## src/rtl/exc_pkg.sv

```systemverilog
package exc_pkg;
  typedef enum logic [1:0] {
    EV_NONE = 2'd0,
    EV_IRQ  = 2'd1,
    EV_FIQ  = 2'd2,
    EV_TRAP = 2'd3
  } exc_ev_e;

  typedef enum logic [1:0] {
    ST_IDLE  = 2'd0,
    ST_SAVE  = 2'd1,
    ST_FORCE = 2'd2
  } exc_st_e;

  localparam int MODE_W   = 5;
  localparam int BIT_IDIS = 7;
  localparam int BIT_FDIS = 6;

  localparam logic [MODE_W-1:0] MODE_FIQ = 5'h11;
  localparam logic [MODE_W-1:0] MODE_IRQ = 5'h12;
  localparam logic [MODE_W-1:0] MODE_SVC = 5'h13;
endpackage

```

## src/rtl/exc_sync.sv

```systemverilog
module exc_sync #(
  parameter int STAGES = 2,
  parameter int W      = 2
) (
  input  logic         clk,
  input  logic         rst_n,
  input  logic [W-1:0] d,
  output logic [W-1:0] q
);
  logic [W-1:0] stg [STAGES];

  for (genvar i = 0; i < STAGES; i++) begin : g_stage
    if (i == 0) begin : g_first
      always_ff @(posedge clk or negedge rst_n) begin
        if (!rst_n) stg[i] <= '0;
        else        stg[i] <= d;
      end
    end else begin : g_next
      always_ff @(posedge clk or negedge rst_n) begin
        if (!rst_n) stg[i] <= '0;
        else        stg[i] <= stg[i-1];
      end
    end
  end

  assign q = stg[STAGES-1];
endmodule

```

## src/rtl/exc_arb.sv

```systemverilog
module exc_arb
  import exc_pkg::*;
(
  input  logic    irq_s,
  input  logic    fiq_s,
  input  logic    trap,
  input  logic    done,
  input  logic    idis,
  input  logic    fdis,
  output exc_ev_e ev
);
  always_comb begin
    ev = EV_NONE;
    if (done) begin
      if (trap)               ev = EV_TRAP;
      else if (fiq_s && !fdis) ev = EV_FIQ;
      else if (irq_s && !idis) ev = EV_IRQ;
    end
  end
endmodule

```

## src/rtl/exc_entry_seq.sv

```systemverilog
module exc_entry_seq
  import exc_pkg::*;
#(
  parameter int          PC_W        = 32,
  parameter int          SR_W        = 32,
  parameter int          SYNC_STAGES = 2,
  parameter logic [31:0] VEC_IRQ     = 32'h18,
  parameter logic [31:0] VEC_FIQ     = 32'h1C,
  parameter logic [31:0] VEC_TRAP    = 32'h08
) (
  input  logic            clk,
  input  logic            rst_n,
  input  logic            irq_req_i,
  input  logic            fiq_req_i,
  input  logic            trap_i,
  input  logic            instr_done_i,
  input  logic [PC_W-1:0] cur_pc_i,
  input  logic [SR_W-1:0] cur_sr_i,
  output logic            redirect_o,
  output logic [PC_W-1:0] new_pc_o,
  output logic [SR_W-1:0] new_sr_o,
  output logic [PC_W-1:0] saved_pc_o,
  output logic [SR_W-1:0] saved_sr_o
);
  localparam int REQ_W = 2;

  logic [REQ_W-1:0] req_s;
  exc_ev_e          ev_sel, ev_q;
  exc_st_e          st_q, st_d;
  logic             cap_en, force_en;
  logic [PC_W-1:0]  vec_d;
  logic [SR_W-1:0]  nsr_d;

  exc_sync #(.STAGES(SYNC_STAGES), .W(REQ_W)) u_sync (
    .clk   (clk),
    .rst_n (rst_n),
    .d     ({fiq_req_i, irq_req_i}),
    .q     (req_s)
  );

  exc_arb u_arb (
    .irq_s (req_s[0]),
    .fiq_s (req_s[1]),
    .trap  (trap_i),
    .done  (instr_done_i),
    .idis  (cur_sr_i[BIT_IDIS]),
    .fdis  (cur_sr_i[BIT_FDIS]),
    .ev    (ev_sel)
  );

  // next-state logic
  always_comb begin
    st_d = st_q;
    case (st_q)
      ST_IDLE:  if (ev_sel != EV_NONE) st_d = ST_SAVE;
      ST_SAVE:  st_d = ST_FORCE;
      ST_FORCE: st_d = ST_IDLE;
      default:  st_d = ST_IDLE;
    endcase
  end

  assign cap_en   = (st_q == ST_IDLE) && (ev_sel != EV_NONE);
  assign force_en = (st_q == ST_FORCE);

  // vector and handler status
  always_comb begin
    nsr_d = saved_sr_o;
    nsr_d[BIT_IDIS] = 1'b1;
    case (ev_q)
      EV_FIQ: begin
        vec_d = PC_W'(VEC_FIQ);
        nsr_d[MODE_W-1:0] = MODE_FIQ;
        nsr_d[BIT_FDIS] = 1'b1;
      end
      EV_TRAP: begin
        vec_d = PC_W'(VEC_TRAP);
        nsr_d[MODE_W-1:0] = MODE_SVC;
      end
      default: begin
        vec_d = PC_W'(VEC_IRQ);
        nsr_d[MODE_W-1:0] = MODE_IRQ;
      end
    endcase
  end

  // registers
  always_ff @(posedge clk or negedge rst_n) begin
    if (!rst_n) begin
      st_q       <= ST_IDLE;
      ev_q       <= EV_NONE;
      saved_pc_o <= '0;
      saved_sr_o <= '0;
      new_pc_o   <= '0;
      new_sr_o   <= '0;
      redirect_o <= 1'b0;
    end else begin
      st_q       <= st_d;
      redirect_o <= force_en;
      if (cap_en) begin
        ev_q       <= ev_sel;
        saved_pc_o <= cur_pc_i;
        saved_sr_o <= cur_sr_i;
      end
      if (force_en) begin
        new_pc_o <= vec_d;
        new_sr_o <= nsr_d;
      end
    end
  end
endmodule

```

## config.mk

```make
export PLATFORM = sky130hd
export DESIGN_NAME = exc_entry_seq
export DESIGN_NICKNAME = d
export VERILOG_FILES = /design/src/rtl/exc_pkg.sv /design/src/rtl/exc_sync.sv /design/src/rtl/exc_arb.sv /design/src/rtl/exc_entry_seq.sv
export SDC_FILE = /design/constraint.sdc
export NUM_CORES = 1
export LEC_CHECK = 0
export BUFFER_PORTS_ARGS = -buffer_cell sky130_fd_sc_hd__buf_4
export CAP_MARGIN = 10
export CORE_ASPECT_RATIO = 0.75
export CORE_MARGIN = 2
export CORE_UTILIZATION = 42
export CTS_CLUSTER_SIZE = 25
export DETAILED_ROUTE_END_ITERATION = 6
export GPL_ROUTABILITY_DRIVEN = 1
export PLACE_DENSITY = 0.76
export SLEW_MARGIN = 40
export SYNTH_ARGS = -nofsm -noshare
export SYNTH_HDL_FRONTEND = slang
export SYNTH_SLANG_ARGS = --single-unit
export TNS_END_PERCENT = 10
```

## constraint.sdc

```tcl
create_clock -name clk -period 1.6 [get_ports clk]
set_input_delay 0.08 -clock clk [delete_from_list [all_inputs] [get_ports clk]]
set_output_delay 0.08 -clock clk [all_outputs]
set_load 0.01 [all_outputs]
```

# Word-level counts from Yosys, hierarchy flattened
# Index checks and enable logic that the tools add are counted.
[totals]
output_inout_bits = 129
register_bits = 137
word_cells = 30
[classes]
mux = 9
eq_ne = 5
reduce_logical = 7
[ops]
columns = ["cell", "count"]
rows = [
  ["case mux 5 bit (2 select lines)", 1],
  ["2-to-1 mux 2 bit", 4],
  ["case mux 2 bit (2 select lines)", 2],
  ["== test 2 bit, second input constant", 3],
  ["logical AND 1 bit", 3],
  ["== test 2 x 1 -> 1 bit, second input constant", 1],
  ["zero test 1 bit", 2],
  ["zero test 2 bit", 1],
  ["2-to-1 mux 1 bit", 2],
  ["!= test 2 bit, second input constant", 1],
  ["nonzero test 2 bit", 1],
]

# Logic depth before layout (Yosys ltp)
[depth]
ltp_word = 9
ltp_mapped = 5

# By module
# Synthesis repeated with hierarchy kept, for this count alone.
[unflattened]
hier_cells = 344
area_unflattened_um2 = 4565.6
[by_module_without_submodules]
columns = ["module", "instances", "cells_per_inst", "area_each_um2"]
rows = [
  ["exc_entry_seq", 1, 334, 4409.2],
  ["exc_sync", 1, 6, 115.1],
  ["exc_arb", 1, 4, 41.3],
]

# Worst setup path before layout
# OpenSTA, ideal clock, no wires.
[synth_path]
path_type = "reg-to-reg"
start = "reg u_sync.stg (netlist bit u_sync.q[0])"
end = "reg saved_pc_o[14]"
period_less_slack_ps = 1655
slack_ps = -55
arrival_time_ps = 1530
path_buffers = 1
path_stages_with_launch = 5
setup_ps = 125
cell_sequence = "dfrtp_1 -> nor2b_1 -> o31ai_4 -> buf_6 -> mux2_2"
[synth_between]
elab_chain_cells = 7
[synth_rtl]
columns = ["item", "line", "rtl"]
rows = [
  ["start, declared", "exc_sync.sv:10", "logic [W-1:0] stg [STAGES];"],
  ["start signal, assigned by index", "exc_sync.sv:21", "else stg[i] <= stg[i-1];"],
  ["logical AND 1 bit", "exc_arb.sv:17", "else if (irq_s && !idis) ev = EV_IRQ;"],
  ["2-to-1 mux 1 bit", "exc_arb.sv:17", ""],
  ["2-to-1 mux 2 bit", "exc_arb.sv:16", "else if (fiq_s && !fdis) ev = EV_FIQ;"],
  ["2-to-1 mux 2 bit", "exc_arb.sv:15", "if (trap) ev = EV_TRAP;"],
  ["2-to-1 mux 2 bit", "exc_arb.sv:14", "if (done) begin"],
  ["nonzero test 2 bit", "exc_entry_seq.sv:62", "assign cap_en = (st_q == ST_IDLE) && (ev_sel != EV_NONE);"],
  ["logical AND 1 bit", "exc_entry_seq.sv:62", ""],
  ["end signal, assigned", "exc_entry_seq.sv:101", "saved_pc_o <= cur_pc_i;"],
  ["end, declared", "exc_entry_seq.sv:22", "output logic [PC_W-1:0] saved_pc_o,"],
]
# Every way passes these cells.
# A chain may end at the register's enable or synchronous reset.

# Worst setup path in the final report
[layout_path]
start = "reg u_sync.stg (netlist bit u_sync.q[0])"
end = "reg saved_sr_o[1]"
[layout_between]
elab_chain_cells = 7
[layout_rtl]
columns = ["item", "line", "rtl"]
rows = [
  ["logical AND 1 bit", "exc_arb.sv:17", ""],
  ["2-to-1 mux 1 bit", "exc_arb.sv:17", ""],
  ["2-to-1 mux 2 bit", "exc_arb.sv:16", ""],
  ["2-to-1 mux 2 bit", "exc_arb.sv:15", ""],
  ["2-to-1 mux 2 bit", "exc_arb.sv:14", ""],
  ["nonzero test 2 bit", "exc_entry_seq.sv:62", ""],
  ["logical AND 1 bit", "exc_entry_seq.sv:62", ""],
  ["end signal, assigned", "exc_entry_seq.sv:102", "saved_sr_o <= cur_sr_i;"],
  ["end, declared", "exc_entry_seq.sv:23", "output logic [SR_W-1:0] saved_sr_o"],
]
# Every way passes these cells.

==> out/metrics.cfg <==
[run_status]
status=finished, violations left
failed_checks=negative setup slack

[drt]
vias=3193
routed_wl_um=11000
wire_per_inst_um=15.6
via_per_inst=4.52
drtIter0Drc=128
postRouteAntennaNets=0
drc_errors=0
first_pass_iters=4

[critical_path]
worst-path-buf-inv=2
critical_path_class=flip-flop to flip-flop
cp.arrival_ns=1.84
max_stage_delay_ns=0.38
cp.required_ns=1.83
worstPathCellList=nor2b_4 > o31ai_4 > buf_4 > clkbuf_16 > mux2_2
critPathSlowestCell=dfrtp_1
cp_max_fo=9
cp_top_family=flip-flops
end_kind=flip-flop
startpoint_type=flip-flop

[floorplan]
dieArea_sq_mm=0.0111
num_rows=32
start_util_pct=42.6
die_x_um=121
fp.coreArea_sq_mm=0.0101
fp.dieH_um=91.8
pin_count=199

[synth]
netlist.area_leader.share_pct=60.3
synthArstFlopShare_pct=100
synth_common_cells=dfrtp_1 (104), nand2_1 (84), buf_4 (58)
synth-compound-area-share_pct=2.03
ys_seq_area_share_pct=60.3
synth_edf_count=0
synth_top_family_by_area=multiplexers
synth_xor_area_share_pct=0
yosys_warnings=0
netlist_area_sq_mm=0.00432
synth_area_leaders=dfrtp_1 (60%), mux2_2 (14%), buf_4 (10%)
synthMuxAreaShare_pct=16.4
syn_avg_cell_area_sq_um=12.6
synth_seq_cells=104
syn_inst=344
synth_most_common_cell=dfrtp_1
yosys_most_used_dff=dfrtp_1
synth-simple-area-share_pct=8.69
synthDistinctLibCells=23
synthAdderAreaFrac_pct=0
synth_top_area_cell=dfrtp_1

[grt]
grt_max_degree=46
met1_usage_pct=23.3
use_met3_pct=8.02
gr-usage-met2_pct=35.2
busiest_layer=met2
grt_pass1_wl_um=17300
antenna_found_initial=0
grt_pass1_vias=3476
grt_usage_pct=20.5
gr-total-overflow=0

[placement]
placed_area_sq_mm=0.00546
place.port_buffers=167
hpwl_um=6420
dpl_worst_slack_ns=-0.0538
place_congestion=0.714

[worst_hold_path]
holdCritPathClass=primary input to flip-flop

[timing]
finalSetupTns_ns=-0.112
finClkSkew_ns=0.00956
period_share_pct=101
hold_ws_ns=0.0810
drv_slew=0
setup_ws_ns=-0.0159
fmax_ghz=0.619
hold_violations=0
setup_violations=14
rsz0062_at_grt=true
finalCriticalPeriod_ns=1.62

[run]
maxCapViolCount=0

[clock_tree]
cts_max_level=3
clkSinkCount=104
cts_root_buffer=clkbuf_16
cts_buffers=9
cts.path.max_buffers=2
clk_latency_ns=0.34
clk_pin_slew_ns=0.07
cts_tree=built

[pwr]
vdd_drop_max_v=0.000983
leakage_nw=3.37
p_per_area_mw_per_mm2=1460

[final_layout]
layout-drive-gt1-share_pct=45.0
antennaDiodeCount=0
final_core_util_pct=65.7
nNetsFinal=636
nFillCells=739
final-seq-area_sq_mm=0.00260
multiInputGateArea_sq_mm=0.00135
areaGrowthSynthToFinish_pct=54.0
design_area_sq_mm=0.00665

[through the flow]
stage | instances | power [W]
final | 707 | 0.00968
after global routing | 707 | 0.0102
after CTS | 705 | 0.00963
after detailed placement | 617 | 0.00687
after global placement | 617 | 0.00675
after floorplan | 374 | 0.00545
[registers in the layout, indices dropped and copies added (netlist names)]
| signal | cells |
|---|---|
| new_pc_o | 2 |
| saved_sr_o | 32 |
| new_sr_o | 29 |
| saved_pc_o | 32 |
| u_sync.stg | 2 |
| st_q | 2 |
| ev_q | 2 |
| redirect_o | 1 |
| u_sync.q | 2 |
[placed cells by master, fill, tap and decap left out, drive strengths merged]
cell         Yosys  layout
dlygate4sd3      0      67
bufinv           0       3
inv              4       6
a21oi            1       1
nand2           84      84
a2bb2oi          1       1
dfrtp          104     104
nor2             1       1
nor2b            4       4
a31oi            1       1
o311a            1       1
o21ai            2       2
conb             1      31
nand2b           2       2
clkbuf           5      11
buf             65     183
clkinv           0       1
a21bo            1       1
nor3b            1       1
mux2            63      63
o21a             1       1
o31ai            1       1
o22a             1       1
[tightest hold or removal path, cell delays in order]
cell and delay (ns):
buf_4 0.10, nor2b_4 0.05, nand2_1 0.05, a21bo_2 0.11
[metal layers]
layer	vias up	wire, um
met3	19	884
met1	1567	4390
met2	134	5540
met5	-	0
li1	1473	-
met4	0	207
[path summary, 6_finish.rpt]
path | start | slack (ns) | to | cells after the start
max | u_sync.q[0]$_DFF_PN0_ | -0.02 | saved_sr_o[1]$_DFFE_PN0P_ | 5
min | cur_sr_i[7] | 0.08 | ev_q[1]$_DFFE_PN0P_ | 4
max reg2reg | u_sync.q[0]$_DFF_PN0_ | -0.02 | saved_sr_o[1]$_DFFE_PN0P_ | 5
min reg2reg | u_sync.stg[3]$_DFF_PN0_ | 0.36 | u_sync.q[1]$_DFF_PN0_ | 0
max in group asynchronous | rst_n | 0.80 | saved_sr_o[1]$_DFFE_PN0P_ | 3
min in group asynchronous | rst_n | 0.23 | new_sr_o[10]$_DFFE_PN0P_ | 2
[where the power goes]
group | internal [W] | total, W | switching [W]
Clock | 0.00158 | 0.00255 | 0.000972
Combinational | 0.00181 | 0.00317 | 0.00136
Sequential | 0.00343 | 0.00395 | 0.000520
Total | 0.00683 | 0.00968 | 0.00285
[cells by family (layout without fill, tap and decap cells)]
| kind of cell | Yosys count | in the layout |
|---|---|---|
| muxes | 63 | 63 |
| other | 1 | 31 |
| and+or+nand+nor | 92 | 92 |
| AOI/OAI and AO/OA | 10 | 10 |
| buffers and inverters | 74 | 271 |
| DFF | 104 | 104 |
[area by class of cell]
class	instances	area share [%]
clock buffers	10	3.59
clock inverters	6	1.69
inverters	4	0.226
multi-input cells	196	20.3
flip-flops and latches	104	39.1
well taps	136	2.56
repair buffers	251	32.5
[timing repair]
item	4_1_cts	5_1_grt
setup endpoints to repair	63	53
buffers inserted	3	1
resized for setup	3	14
pin swaps	1	1
cloned	2	1
hold endpoints to repair	92	0
hold buffers	67	0
Power figures use the tool's default switching activity.
